`config.mk`:
```
export PLATFORM = sky130hd
export DESIGN_NAME = pld_out_cell
export DESIGN_NICKNAME = d
export VERILOG_FILES = /design/src/rtl/pld_cell_pkg.sv /design/src/rtl/cell_mode_dec.sv /design/src/rtl/pterm_sum.sv /design/src/rtl/cell_state_reg.sv /design/src/rtl/pld_out_cell.sv
export SDC_FILE = /design/constraint.sdc
export NUM_CORES = 1
export LEC_CHECK = 0
export BUFFER_PORTS_ARGS = -buffer_cell sky130_fd_sc_hd__buf_2
export CAP_MARGIN = 20
export CELL_PAD_IN_SITES_DETAIL_PLACEMENT = 1
export CELL_PAD_IN_SITES_GLOBAL_PLACEMENT = 2
export CORE_MARGIN = 2
export CORE_UTILIZATION = 12
export DETAILED_ROUTE_END_ITERATION = 10
export GPL_TIMING_DRIVEN = 0
export PLACE_DENSITY_LB_ADDON = 0.1
export SYNTH_ARGS = -nofsm -noshare
export SYNTH_HDL_FRONTEND = slang
export SYNTH_SLANG_ARGS = --single-unit
export TNS_END_PERCENT = 30
```
`constraint.sdc`:
```
create_clock -name clk -period 3.2 [get_ports clk]
set_clock_uncertainty 0.1 [all_clocks]
set_input_delay 0.16 -clock clk [delete_from_list [all_inputs] [get_ports clk]]
set_output_delay 0.16 -clock clk [all_outputs]
set_load 0.1 [all_outputs]
```
`src/rtl/pld_cell_pkg.sv`:
```
// Shared types for the PLD output cell.
// Assumes one cell per instance; the global mode bits are identical across cells.
package pld_cell_pkg;

    typedef enum logic [1:0] {
        CM_REG = 2'd0,
        CM_CPX = 2'd1,
        CM_SMP = 2'd2,
        CM_RSV = 2'd3
    } cell_mode_e;

    // Decoded control for one cell
    typedef struct packed {
        logic reg_out;    // registered output drives pin and feedback
        logic oe_pin;     // enable from shared pin
        logic oe_term;    // enable from the cell's enable term
        logic oe_on;      // fixed enable when no other source applies
        logic all_terms;  // combinational sum uses every term
    } cell_ctl_t;

    function automatic cell_mode_e decode_mode(input logic a, input logic b);
        if (!a && b)      return CM_REG;
        else if (a && b)  return CM_CPX;
        else if (a && !b) return CM_SMP;
        else              return CM_RSV;
    endfunction

endpackage

```
`src/rtl/cell_mode_dec.sv`:
```
// Mode decoder: turns the global and per-cell configuration into cell controls.
// Assumes configuration is static during normal operation.
module cell_mode_dec
    import pld_cell_pkg::*;
(
    input  logic      gmode_a,
    input  logic      gmode_b,
    input  logic      cell_dir,
    output cell_ctl_t ctl
);
    cell_mode_e mode;

    // Map mode and role to output source and enable source
    always_comb begin
        mode          = decode_mode(gmode_a, gmode_b);
        ctl           = '0;
        ctl.all_terms = 1'b1;
        unique case (mode)
            CM_REG: begin
                ctl.reg_out   = !cell_dir;
                ctl.oe_pin    = !cell_dir;
                ctl.oe_term   = cell_dir;
                ctl.all_terms = !cell_dir;
            end
            CM_CPX: begin
                ctl.oe_term   = 1'b1;
                ctl.all_terms = 1'b0;
            end
            CM_SMP: begin
                ctl.oe_on     = !cell_dir;
            end
            default: begin
                ctl.oe_on     = 1'b0;
            end
        endcase
    end
endmodule

```
`src/rtl/pterm_sum.sv`:
```
// Product-term OR reduction: full sum, sum without the enable term, and the enable term.
// Assumes OE_IDX is a valid term index.
module pterm_sum #(
    parameter int NTERM  = 8,
    parameter int OE_IDX = 0
) (
    input  logic [NTERM-1:0] terms,
    output logic             sum_all,
    output logic             sum_logic,
    output logic             oe_term
);
    logic [NTERM-1:0] logic_terms;

    // Mask out the enable term from the logic sum
    for (genvar g = 0; g < NTERM; g++) begin : g_mask
        if (g == OE_IDX) begin : g_oe
            assign logic_terms[g] = 1'b0;
        end else begin : g_lg
            assign logic_terms[g] = terms[g];
        end
    end

    // Reductions
    always_comb begin
        sum_all   = |terms;
        sum_logic = |logic_terms;
        oe_term   = terms[OE_IDX];
    end
endmodule

```
`src/rtl/cell_state_reg.sv`:
```
// Cell flip-flop with synchronous clear and synchronous test preload.
// Assumes reset outranks preload, which outranks normal capture.
module cell_state_reg (
    input  logic clk,
    input  logic rst_n,
    input  logic pre_en,
    input  logic pre_val,
    input  logic d,
    output logic q
);
    // Rising-edge update with priority clear > preload > capture
    always_ff @(posedge clk) begin
        if (!rst_n)      q <= 1'b0;
        else if (pre_en) q <= pre_val;
        else             q <= d;
    end
endmodule

```
`src/rtl/pld_out_cell.sv`:
```
// PLD output cell top: combines term sums, polarity, register and enable selection.
// Assumes the pin reads the inverse of the register so a cleared register shows high.
module pld_out_cell
    import pld_cell_pkg::*;
#(
    parameter int NTERM = 8
) (
    input  logic             clk,
    input  logic             rst_n,
    input  logic [NTERM-1:0] terms,
    input  logic             oe_n,
    input  logic             gmode_a,
    input  logic             gmode_b,
    input  logic             cell_dir,
    input  logic             cell_pol,
    input  logic             pre_en,
    input  logic             pre_val,
    input  logic             pin_in,
    output logic             pin_out,
    output logic             pin_oe,
    output logic             fb_out
);
    localparam int OE_IDX = 0;

    cell_ctl_t ctl;
    logic      sum_all, sum_logic, oe_term;
    logic      d, q, comb_sum, comb_val;

    cell_mode_dec u_dec (
        .gmode_a (gmode_a),
        .gmode_b (gmode_b),
        .cell_dir(cell_dir),
        .ctl     (ctl)
    );

    pterm_sum #(.NTERM(NTERM), .OE_IDX(OE_IDX)) u_sum (
        .terms    (terms),
        .sum_all  (sum_all),
        .sum_logic(sum_logic),
        .oe_term  (oe_term)
    );

    cell_state_reg u_reg (
        .clk    (clk),
        .rst_n  (rst_n),
        .pre_en (pre_en),
        .pre_val(pre_val),
        .d      (d),
        .q      (q)
    );

    // Register input stores the complement of the wanted pin level
    always_comb d = cell_pol ? !sum_all : sum_all;

    // Combinational path with polarity
    always_comb begin
        comb_sum = ctl.all_terms ? sum_all : sum_logic;
        comb_val = cell_pol ? comb_sum : !comb_sum;
    end

    // Pin value, enable and feedback selection
    always_comb begin
        pin_out = ctl.reg_out ? !q : comb_val;
        if (ctl.oe_pin)       pin_oe = !oe_n;
        else if (ctl.oe_term) pin_oe = oe_term;
        else                  pin_oe = ctl.oe_on;
        fb_out  = ctl.reg_out ? q : (pin_oe ? pin_out : pin_in);
    end
endmodule

```
==> impl_metrics.csv <==
group,metric,value,unit
run_status,outcome,"completed",
floorplan,die_h,41.10,um
synthesis,synthTopCellsByArea,"dfxtp_1 12%, nand2_1 11%, a211oi_2 7.6%",
placed_design,numPortBuffers,20,
synthesis,post-synth-top-area-fraction,12.12,%
sta,setup_viol,0,
sta,setup_ws,1239,ps
placed_design,dp.cells,57,
power_and_ir_drop,leakagePower,0.1368,nW
finish,final_cells,57,
drt,wl,478,um
placed_design,dpl_cell_area,284.0,sq um
sta,worst_pin_slew,484.0,ps
synthesis,netlist_instances,22,
floorplan,dieArea,1689,sq um
power_and_ir_drop,power,70.45,uW
setup_path,worstSetupStartpointType,"primary input",
sta,min_period,1961,ps
global_routing,antenna_found_initial,0,
synthesis,syn_area,165.2,sq um
finish,area_delta_synth_final,71.97,%
global_routing,grt_pass1_wl,772,um
finish,seq_area,20.02,sq um
sta,period_share,61.28,%
setup_path,critical_path_required,2940,ps
sta,hold_viol_final,0,
sta,holdWs,264.6,ps
setup_path,arrival,1700,ps
clock_network,path_clk_slew,0,ps
sta,fmax,509.9,MHz
drt,firstDrtPassIters,1,
floorplan,core_area,1301,sq um
global_routing,grt_pass1_vias,228,
drt,drc,0,
floorplan,start_util,12.69,%
finish,diodes,0,
synthesis,synth_area_leader_cell,"dfxtp_1",
hold_path,worstHoldPathCells,2,
setup_path,worstPathMaxFanout,2,
drt,vias,242,
drt,ant_nets,0,
finish,largest_reg_flops,1,
global_routing,grt_max_degree,7,
synthesis,yosys_warnings,0,
floorplan,row_count,13,
clock_network,post_cts_buffers,0,
finish,fill_cells,182,
drt,viasPerCell,4.246,
power_and_ir_drop,vdd_drop_max,0.06643,mV
hold_path,min-delay-start,"rst_n",
hold_path,hold_end,"u_reg.q",
finish,drive_above_1_share,54.76,%
finish,reg.largest.list,"u_reg.q (1)",
setup_path,crit_type,"in2out",
job,max_cap_viol_count,0,
synthesis,ys_ff_latch,1,
placed_design,pre_cts_slack,1219,ps
synthesis,synth_seq_area_share,12.12,%
setup_path,end_kind,"output pin",
floorplan,fp.dieW,41.10,um
synthesis,yosysUniqueCellTypes,17,
placed_design,gp_congestion,0.5421,
synthesis,syn_nets,40,
finish,nets,62,
power_and_ir_drop,power_density,248.1,nW/um^2
finish,largest_register,"u_reg.q",
drt,wl_per_cell,8.386,um
sta,tns,0,ps
drt,drt_iter0_markers,0,
synthesis,syn-mean-instance-area,7.507,sq um
sta,timing.slew.headroom,67.95,%
global_routing,grt.overflow.total,0,
finish,multi_input_area,145.1,sq um
floorplan,io_pins,21,
finish,final_core_util,21.83,%
finish,final_area,284.0,sq um
global_routing,grt_util_all_layers,6.319,%
sta,maxSlewViolCount,0,
sta,rsz0062_at_grt,"no",
hold_path,min_path_type,"in2reg",
clock_network,cts-hold-fix-buffers,0,
clock_network,cts.repair.resized,0,
[critical path, stage by stage]
cell and delay, ps:
buf_2 90, or4_4 530, a211oi_2 180, xnor2_1 170, nand2_1 70, a32o_1 200
buf_2 290
[where the power goes]
group	switching (mW)	leakage, nW	total (mW)	internal [mW]
logic	0.0398	0.128	0.0565	0.0167
registers	0.000407	0.00831	0.0140	0.0135
clock network	0	0	0	0
[layout by cell type, fill, tap and decap left out]
cell      instances
a22o_1            1
a211oi_2          1
buf_2            20
nand2_1           5
or3_1             1
nor2_1            1
mux2i_1           1
a32o_1            1
or4_4             1
o21a_1            1
nor3_2            1
o21ai_0           2
xor2_1            1
o21ai_1           1
dfxtp_1           1
o31ai_1           1
xnor2_1           1
and2_1            1
[kinds of logic (layout without fill, tap and decap cells)]
logic type	Yosys count	in the layout	share of synthesized area, %
XOR/XNOR	2	2	10.61
buffers and inverters	0	20	0
multiplexers	1	1	6.061
AO/OA/AOI/OAI	8	8	37.12
AND/OR/NAND/NOR	10	10	34.09
flip-flops	1	1	12.12
[worst max path at each step]
stage / start / end / slack, ps / cells after the start
3_3_place_gp: terms[3] / fb_out / 1230 / 7
5_1_grt: terms[3] / fb_out / 1130 / 7
4_1_cts: terms[3] / fb_out / 1220 / 7
2_1_floorplan: terms[3] / pin_out / 420 / 4
6_report: terms[3] / fb_out / 1240 / 7
3_5_place_dp: terms[3] / fb_out / 1220 / 7
[cells in the mapped netlist]
| library cell | n |
|---|---|
| a22o_1 | 1 |
| o21ai_0 | 2 |
| mux2i_1 | 1 |
| o21a_1 | 1 |
| or3_1 | 1 |
| or4_4 | 1 |
| a211oi_2 | 1 |
| o21ai_1 | 1 |
| o31ai_1 | 1 |
| dfxtp_1 | 1 |
| nand2_1 | 5 |
| and2_1 | 1 |
| a32o_1 | 1 |
| xor2_1 | 1 |
| nor2_1 | 1 |
| xnor2_1 | 1 |
| nor3_2 | 1 |
[area by class of cell]
type                            instances  area share, %
Sequential cell                         1          7.048
Timing Repair Buffer                   20          35.24
Tap cell                               15          6.608
Multi-Input combinational cell         21          51.10
[per-layer routing]
layer  share of wire, %  track usage, %
met1                 35           7.006
met2                 53           13.28
met3                 12          0.5435
met4                  0               0
met5                  0               0
Power figures use the tool's default switching activity.
